### src/rtl/ring_pkg.sv
// Package ring_pkg
// Shared helpers for the slotted ring station.
// Assumes the station count is at least two.
package ring_pkg;

    // Index of the station whose message arrives after `hops` hops at `node`.
    function automatic int unsigned origin_of(input int unsigned node,
                                              input int unsigned hops,
                                              input int unsigned nodes);
        if (hops <= node)
            return node - hops;
        else
            return node + nodes - hops;
    endfunction

endpackage

### src/rtl/slot_timer.sv
// Module slot_timer
// Phase counter that cycles 0 .. NODES-1 and restarts at 0.
// Phase 0 is the injection phase, shared by every station on the ring.
// The module also gives the origin index of the slot arriving in the current phase.
// Assumes NODES >= 2 and NODE_IDX < NODES.
module slot_timer #(
    parameter int NODES    = 4,
    parameter int NODE_IDX = 0,
    parameter int CNT_W    = (NODES > 1) ? $clog2(NODES) : 1
) (
    input  logic             clk,
    input  logic             rst_n,
    output logic             inject,
    output logic [CNT_W-1:0] origin
);
    import ring_pkg::*;

    localparam logic [CNT_W-1:0] LAST = CNT_W'(NODES - 1);

    logic [CNT_W-1:0] phase_q;

    // Purpose: advance the phase every clock and wrap after the last station.
    always_ff @(posedge clk) begin
        if (!rst_n)
            phase_q <= '0;
        else if (phase_q == LAST)
            phase_q <= '0;
        else
            phase_q <= phase_q + 1'b1;
    end

    // Purpose: flag the injection phase and derive the origin of the arriving slot.
    always_comb begin
        inject = (phase_q == '0);
        origin = CNT_W'(origin_of(NODE_IDX, int'(phase_q), NODES));
    end

endmodule

### src/rtl/slot_stage.sv
// Module slot_stage
// Output register of the station.
// On the injection phase it loads the local message, or an empty slot if no
// request is pending. On every other phase it copies the upstream slot.
// Assumes inject comes from the shared phase counter.
module slot_stage #(
    parameter int DATA_W = 256,
    parameter int PAT_W  = 16
) (
    input  logic              clk,
    input  logic              rst_n,
    input  logic              inject,
    input  logic              up_valid,
    input  logic [PAT_W-1:0]  up_pat,
    input  logic [DATA_W-1:0] up_data,
    input  logic              tx_req,
    input  logic [PAT_W-1:0]  tx_pat,
    input  logic [DATA_W-1:0] tx_data,
    output logic              dn_valid,
    output logic [PAT_W-1:0]  dn_pat,
    output logic [DATA_W-1:0] dn_data
);

    // Purpose: register the outgoing slot, choosing local or forwarded content.
    always_ff @(posedge clk) begin
        if (!rst_n) begin
            dn_valid <= 1'b0;
            dn_pat   <= '0;
            dn_data  <= '0;
        end else if (inject) begin
            dn_valid <= tx_req;
            dn_pat   <= tx_req ? tx_pat  : '0;
            dn_data  <= tx_req ? tx_data : '0;
        end else begin
            dn_valid <= up_valid;
            dn_pat   <= up_pat;
            dn_data  <= up_data;
        end
    end

endmodule

### src/rtl/rx_tap.sv
// Module rx_tap
// Combinational receive tap. It shows the upstream slot to the local side,
// except on the injection phase, when the slot is the station's own returning
// message. The origin index is passed through alongside.
module rx_tap #(
    parameter int DATA_W = 256,
    parameter int PAT_W  = 16,
    parameter int CNT_W  = 2
) (
    input  logic              inject,
    input  logic              up_valid,
    input  logic [PAT_W-1:0]  up_pat,
    input  logic [DATA_W-1:0] up_data,
    input  logic [CNT_W-1:0]  origin,
    output logic              rx_valid,
    output logic [PAT_W-1:0]  rx_pat,
    output logic [DATA_W-1:0] rx_data,
    output logic [CNT_W-1:0]  rx_src
);

    // Purpose: qualify the tap and suppress the returning message.
    always_comb begin
        rx_valid = up_valid && !inject;
        rx_pat   = up_pat;
        rx_data  = up_data;
        rx_src   = origin;
    end

endmodule

### src/rtl/ring_node.sv
// Module ring_node
// One station of a synchronous, unidirectional slotted ring.
// Every station injects on the same shared phase. A slot then moves one
// station per clock for NODES-1 cycles and returns to its sender, which drops it.
// Assumes NODES >= 2, NODE_IDX < NODES, and all stations reset together.
module ring_node #(
    parameter int DATA_W   = 256,
    parameter int PAT_W    = 16,
    parameter int NODES    = 4,
    parameter int NODE_IDX = 0,
    parameter int CNT_W    = (NODES > 1) ? $clog2(NODES) : 1
) (
    input  logic              clk,
    input  logic              rst_n,
    input  logic              up_valid,
    input  logic [PAT_W-1:0]  up_pat,
    input  logic [DATA_W-1:0] up_data,
    input  logic              tx_req,
    input  logic [PAT_W-1:0]  tx_pat,
    input  logic [DATA_W-1:0] tx_data,
    output logic              tx_ack,
    output logic              dn_valid,
    output logic [PAT_W-1:0]  dn_pat,
    output logic [DATA_W-1:0] dn_data,
    output logic              rx_valid,
    output logic [PAT_W-1:0]  rx_pat,
    output logic [DATA_W-1:0] rx_data,
    output logic [CNT_W-1:0]  rx_src
);

    logic             inject;
    logic [CNT_W-1:0] origin;

    slot_timer #(
        .NODES    (NODES),
        .NODE_IDX (NODE_IDX),
        .CNT_W    (CNT_W)
    ) i_timer (
        .clk    (clk),
        .rst_n  (rst_n),
        .inject (inject),
        .origin (origin)
    );

    slot_stage #(
        .DATA_W (DATA_W),
        .PAT_W  (PAT_W)
    ) i_stage (
        .clk      (clk),
        .rst_n    (rst_n),
        .inject   (inject),
        .up_valid (up_valid),
        .up_pat   (up_pat),
        .up_data  (up_data),
        .tx_req   (tx_req),
        .tx_pat   (tx_pat),
        .tx_data  (tx_data),
        .dn_valid (dn_valid),
        .dn_pat   (dn_pat),
        .dn_data  (dn_data)
    );

    rx_tap #(
        .DATA_W (DATA_W),
        .PAT_W  (PAT_W),
        .CNT_W  (CNT_W)
    ) i_tap (
        .inject   (inject),
        .up_valid (up_valid),
        .up_pat   (up_pat),
        .up_data  (up_data),
        .origin   (origin),
        .rx_valid (rx_valid),
        .rx_pat   (rx_pat),
        .rx_data  (rx_data),
        .rx_src   (rx_src)
    );

    // Purpose: accept the local message only in the shared injection slot.
    always_comb tx_ack = inject && tx_req;

endmodule

### config.mk
export PLATFORM = sky130hd
export DESIGN_NAME = ring_node
export DESIGN_NICKNAME = d
export VERILOG_FILES = /design/src/rtl/ring_pkg.sv /design/src/rtl/slot_timer.sv /design/src/rtl/slot_stage.sv /design/src/rtl/rx_tap.sv /design/src/rtl/ring_node.sv
export SDC_FILE = /design/constraint.sdc
export NUM_CORES = 1
export LEC_CHECK = 0
export ABC_AREA = 1
export CORE_AREA = 8 8 422 424
export CTS_BUF_LIST = sky130_fd_sc_hd__clkbuf_16
export DETAILED_ROUTE_END_ITERATION = 6
export DIE_AREA = 0 0 430 432
export SYNTH_ARGS = -nofsm -noshare
export SYNTH_HDL_FRONTEND = slang
export SYNTH_HIERARCHICAL = 1
export SYNTH_SLANG_ARGS = --single-unit
### constraint.sdc
create_clock -name clk -period 1.9 [get_ports clk]
set_clock_uncertainty 0.05 [all_clocks]
set_input_delay 0.475 -clock clk [delete_from_list [all_inputs] [get_ports clk]]
set_output_delay 0.475 -clock clk [all_outputs]
set_load 0.05 [all_outputs]
==> results of run 1 <==
cells by family after synthesis:
kind of cell / after synthesis / share of synthesized area
buffers and inverters: 403 / 0.225
DFF: 275 / 0.458
and+or+nand+nor: 551 / 0.201
AOI/OAI and AO/OA: 273 / 0.114
adders and majority gates: 2 / 0.00208
critical path: stages (launching register included):
cell	delay (ps)
dfxtp_2	330
inv_2	50
ha_4	190
buf_12	150
nor2_4	100
buf_8	160
repair_timing:
| item | 4_1_cts | 5_1_grt |
|---|---|---|
| cloned | 0 | 2 |
| setup endpoints to repair | 6 | 18 |
| buffers inserted | 4 | 1 |
| pin swaps | 2 | 1 |
| gates resized for setup | 15 | 6 |
power breakdown:
group,internal [mW],leakage (nW),total (mW),switching [mW]
clock network,4.35,0.643,7.59,3.24
registers,6.35,2.27,6.67,0.319
logic,4.01,8.34,10.4,6.40
total,14.7,11.3,24.7,9.96
sequential cells by signal (all words and copies together), names as in the netlist:
name              flops
i_timer/phase_q       2
i_stage/dn_pat       16
i_stage/dn_valid      1
i_stage/dn_data     256
worst paths after layout:
kind                       from              endpoint  slack [ps]  cells past startpoint
min reg2reg  i_timer/phase_q[0]    i_timer/phase_q[0]         480                      2
max reg2reg  i_timer/phase_q[0]  i_stage/dn_data[211]          50                      6
max          i_timer/phase_q[0]              rx_valid        -250                      5
min                      tx_req  i_stage/dn_data[128]         270                      3
through the flow:
stage	setup slack, ps	setup TNS [ps]	hold slack [ps]
detailed placement	-461	-1090	476
finish	-245	-553	273
global route	-309	-678	245
CTS	-355	-780	196
floorplan	268	0	380
global placement	-493	-1140	462
Yosys cell counts:
cell	instances	area share
a21oi_1	273	0.11
buf_1	7	0.0022
buf_2	74	0.031
buf_4	294	0.18
clkbuf_1	20	0.0062
dfxtp_1	275	0.46
ha_1	2	0.0021
inv_1	7	0.0022
inv_2	1	0.00031
nand2_1	276	0.086
nand3_1	272	0.11
nor2_1	2	0.00062
nor2_2	1	0.00052
metal layers:
metal,vias up,global-route usage,wire length [µm]
li1,6487,-,-
met1,7365,0.162,52800
met2,1124,0.245,69300
met3,323,0.0884,19900
met4,142,0.0440,5070
met5,-,0,908
layout make-up:
cell class	instances	area, µm²	share of cell area
antenna	45	113	0.00396
clock buffer	40	1000	0.0352
clock inverter	29	248	0.00871
inverter	8	52.6	0.00185
multi-input combinational	826	3840	0.135
sequential	275	5510	0.194
tap	2233	2790	0.0982
timing repair buffer	1202	14900	0.524
==> reports/results.txt, run 1 <==
Fillers - 18.9k
Die area - 0.186 mm²
CTS tree - built
Max Slew Vio Count - 0
Critical path data arrival time - 1620 ps
Synth Area per Inst - 7.99 µm²
F_max - 466 MHz
Post-synthesis sequential area ratio - 0.458
Root Buffer Master - clkbuf_16
Tmin final - 2150 ps
CTS buffer count - 39
Fin worst setup slack - -245 ps
Port-buffer cells - 1096
Final ANT Viol Nets - 0
Post-route insts no fill - 4658
Lkg Pwr - 11.3 nW
Initial DRC count - 1850
Crit path launch type - flop
CP max FO - 4
Crit share post-route - 1.13
Layout cells sized above 1 - 0.304
Max-Cap Viols - 0
Die W - 430 µm
Via count - 15.4k
Clock Path Buffers - 3
Clock sink total - 275
Worst setup EP type - output port
Syn Nets - 2054
Detailed placement HPWL - 131000 µm
Synthesized area - 0.0120 mm²
Post-DP Area - 0.0269 mm²
Post-synthesis cell count - 1504
Largest net degree at the start of global routing - 69
Commonest cells after routing, fill and taps aside - clkdlybuf4s50_1 (545), buf_12 (353), buf_4 (295)
Clock-pin slew on the worst setup and hold paths - 60 ps
Die height - 432 µm
RSZ-0062 raised after global routing - true
First-pass GRT wire length - 179000 µm
Post-Route Utilization - 0.166
Final Setup Violations - 4
Total Routing Usage GR - 0.149
Initial antenna violation count - 171
Synth-to-layout area growth - 137%
H-tree levels - 2
# hold bufs at CTS - 0
GRT overflow - 0
Power density over the cells - 867 mW/mm²
Min-delay worst type - in2reg
Req. time, crit path - 1370 ps
Drt total wl - 148000 µm
Post-synth cell types - 13
Critical path class - reg2out
FF+latch count, synth - 275
Endpoints failing hold - 0
Core ar. - 0.171 mm²
Slew @ Worst Pin - 439 ps
Failing checks - negative setup slack
Top Ports - 1097
Dpl cells - 4537
WL/cell - 31.8 µm
Gp weighted congestion - 0.983
DRC - 0
YS warnings - 6
Pre-Repair DR Iteration Count - 5
Outcome - finished with violations
Peak supply drop - 0.512 mV
Rel. slew slack - 0.707
Routed vias/inst - 3.31
Initial Util - 0.0703
Post-route cell area - 0.0285 mm²
Clk Latency, worst-skew pair - 610 ps
Final nets - 2902
Commonest non-fill, non-tap cell in the layout - clkdlybuf4s50_1
FP Rows - 152
Total chip power - 24.7 mW
Number of global-route vias before repair - 14.6k
No activity file was read; power rests on OpenSTA's default activity.
==> run 2, diff against run 1 <==
--- a/config.mk
+++ b/config.mk
@@ -6,10 +6,10 @@
 export NUM_CORES = 1
 export LEC_CHECK = 0
 export ABC_AREA = 1
-export CORE_AREA = 8 8 422 424
+export CORE_AREA = 4 4 430 432
 export CTS_BUF_LIST = sky130_fd_sc_hd__clkbuf_16
 export DETAILED_ROUTE_END_ITERATION = 6
-export DIE_AREA = 0 0 430 432
+export DIE_AREA = 0 0 434 436
 export SYNTH_ARGS = -nofsm -noshare
 export SYNTH_HDL_FRONTEND = slang
 export SYNTH_HIERARCHICAL = 1
==> run 2 against run 1 <==
  * Critical path depth unchanged
  * The run still ends with negative setup slack left
  * Flip-flop and latch count unchanged
  * Non-clock buffer count rose by 3
  * Largest cell class unchanged
  * Fmax increased by 4.2%
  * Sequential share of layout area fell by 0.28 points
  * Highest routed layer unchanged
  * Clock power is 1% higher
==> reports/results.txt, run 2 (same netlist as run 1, synthesis figures left out) <==
Outcome - finished with violations
Failing checks - negative setup slack
Total Routing Usage GR - 0.158
Max Slew Vio Count - 0
Die W - 434 µm
Net switching power - 10.1 mW
Initial DRC count - 1548
Lkg Pwr - 11.3 nW
Critical path data arrival time - 1530 ps
Post-route insts no fill - 4801
Final ANT Viol Nets - 0
Dpl cells - 4677
Endpoints failing hold - 0
Clock-pin slew on the worst setup and hold paths - 70 ps
CTS tree - built
FP Rows - 156
H-tree levels - 2
Seq pwr share - 0.267
Drt total wl - 158000 µm
Initial Util - 0.0666
Detailed placement HPWL - 141000 µm
Number of global-route vias before repair - 14.5k
F_max - 486 MHz
Worst setup EP type - output port
Slew @ Worst Pin - 473 ps
Final nets - 2907
Pre-Repair DR Iteration Count - 5
Regs by FF count - i_stage/dn_data x256, i_stage/dn_pat x16, i_timer/phase_q x2
Fillers - 20.1k
CP max FO - 4
Synth-to-layout area growth - 140%
Largest net degree at the start of global routing - 90
Reg-to-reg startpoint - i_timer/phase_q[1]
Sw frac - 0.407
Initial antenna violation count - 189
First-pass GRT wire length - 189000 µm
Req. time, crit path - 1370 ps
DRC - 0
Int Pwr - 14.8 mW
Post-DP Area - 0.0273 mm²
Top Ports - 1097
Worst reg2reg setup slack - 50 ps
Post-route cell area - 0.0289 mm²
Hold depth - 4
Worst flop-to-flop path endpoint - i_stage/dn_data[83]
Crit path launch type - flop
Die area - 0.189 mm²
Hold wc startpoint - tx_req
Via count - 15.4k
Critical path class - reg2out
Max FFs per register - 256
Root Buffer Master - clkbuf_16
Routed vias/inst - 3.21
FF-to-FF path depth - 7
Clock Path Buffers - 3
Commonest non-fill, non-tap cell in the layout - clkdlybuf4s50_1
GRT overflow - 0
Gp weighted congestion - 0.997
Commonest cells after routing, fill and taps aside - clkdlybuf4s50_1 (544), buf_12 (363), buf_4 (287)
Port-buffer cells - 1096
Core ar. - 0.181 mm²
Final Setup Violations - 3
Clock share of power - 0.309
RSZ-0062 raised after global routing - true
CTS buffer count - 41
Total chip power - 24.9 mW
Layout cells sized above 1 - 0.310
WHS Endpoint - i_stage/dn_data[109]
WL/cell - 32.8 µm
Fin Hold WS - 358 ps
Max-Cap Viols - 0
Clk Latency, worst-skew pair - 570 ps
Clock sink total - 275
Min-delay worst type - in2reg
Tmin final - 2060 ps
Peak supply drop - 0.522 mV
Power share of the combinational group - 0.424
Crit share post-route - 1.08
Power density over the cells - 863 mW/mm²
Rel. slew slack - 0.685
Die height - 436 µm
Register with the most flip-flops - i_stage/dn_data
Post-Route Utilization - 0.160
Fin worst setup slack - -159 ps
## run 2: cell type report
cell class	instances	area [µm²]	area share
inverter	8	66.3	0.00230
clock buffer	41	1030	0.0355
antenna	43	108	0.00373
timing repair buffer	1205	15100	0.522
tap	2370	2970	0.103
multi-input combinational	826	3860	0.134
clock inverter	33	263	0.00910
sequential	275	5510	0.191
## run 2: power by group through the flow
stage	Sequential (mW)	Combinational (mW)	Clock (mW)
floorplan	8.61	3.13	0
global placement	6.77	10.5	0
detailed placement	6.76	10.5	0
CTS	6.65	10.6	8.00
global route	6.69	10.9	8.13
finish	6.66	10.6	7.69
## run 2: what timing repair did
item                                   in CTS  in global routing
endpoints found under the hold margin       0                  0
setup buffers                               4                  1
gates cloned                                0                  2
gates resized for setup                    19                 11
setup endpoints to repair                   7                 40
pin swaps                                   2                  0
hold buffers                                0                  0
## run 2: worst max-delay path by stage
stage	startpoint	to	slack, ps
global placement	rst_n	i_stage/dn_data[142]	-220
finish	i_timer/phase_q[1]	rx_valid	-160
detailed placement	rst_n	i_stage/dn_data[142]	-220
global route	i_timer/phase_q[1]	rx_valid	-240
floorplan	i_timer/phase_q[0]	rx_valid	270
CTS	i_timer/phase_q[1]	rx_valid	-260
## run 2: critical path, stage by stage (launching register included)
cell and delay [ps]:
dfxtp_2 330, inv_2 50, ha_4 170, buf_12 140
nor2_4 100, buf_8 160
## run 2: layer usage
metal,GRT usage,vias to the layer above,share of wire
met4,0.0339,166,0.025
met5,0,-,0.0071
met2,0.269,1067,0.48
met1,0.162,7331,0.34
met3,0.102,370,0.14
li1,-,6486,-
## run 2: through the flow
| step | TNS, ps | setup WS [ps] |
|---|---|---|
| 2_1_floorplan | 0 | 268 |
| 3_3_place_gp | -725 | -222 |
| 3_5_place_dp | -778 | -222 |
| 4_1_cts | -526 | -256 |
| 5_1_grt | -581 | -241 |
| 6_report | -275 | -159 |
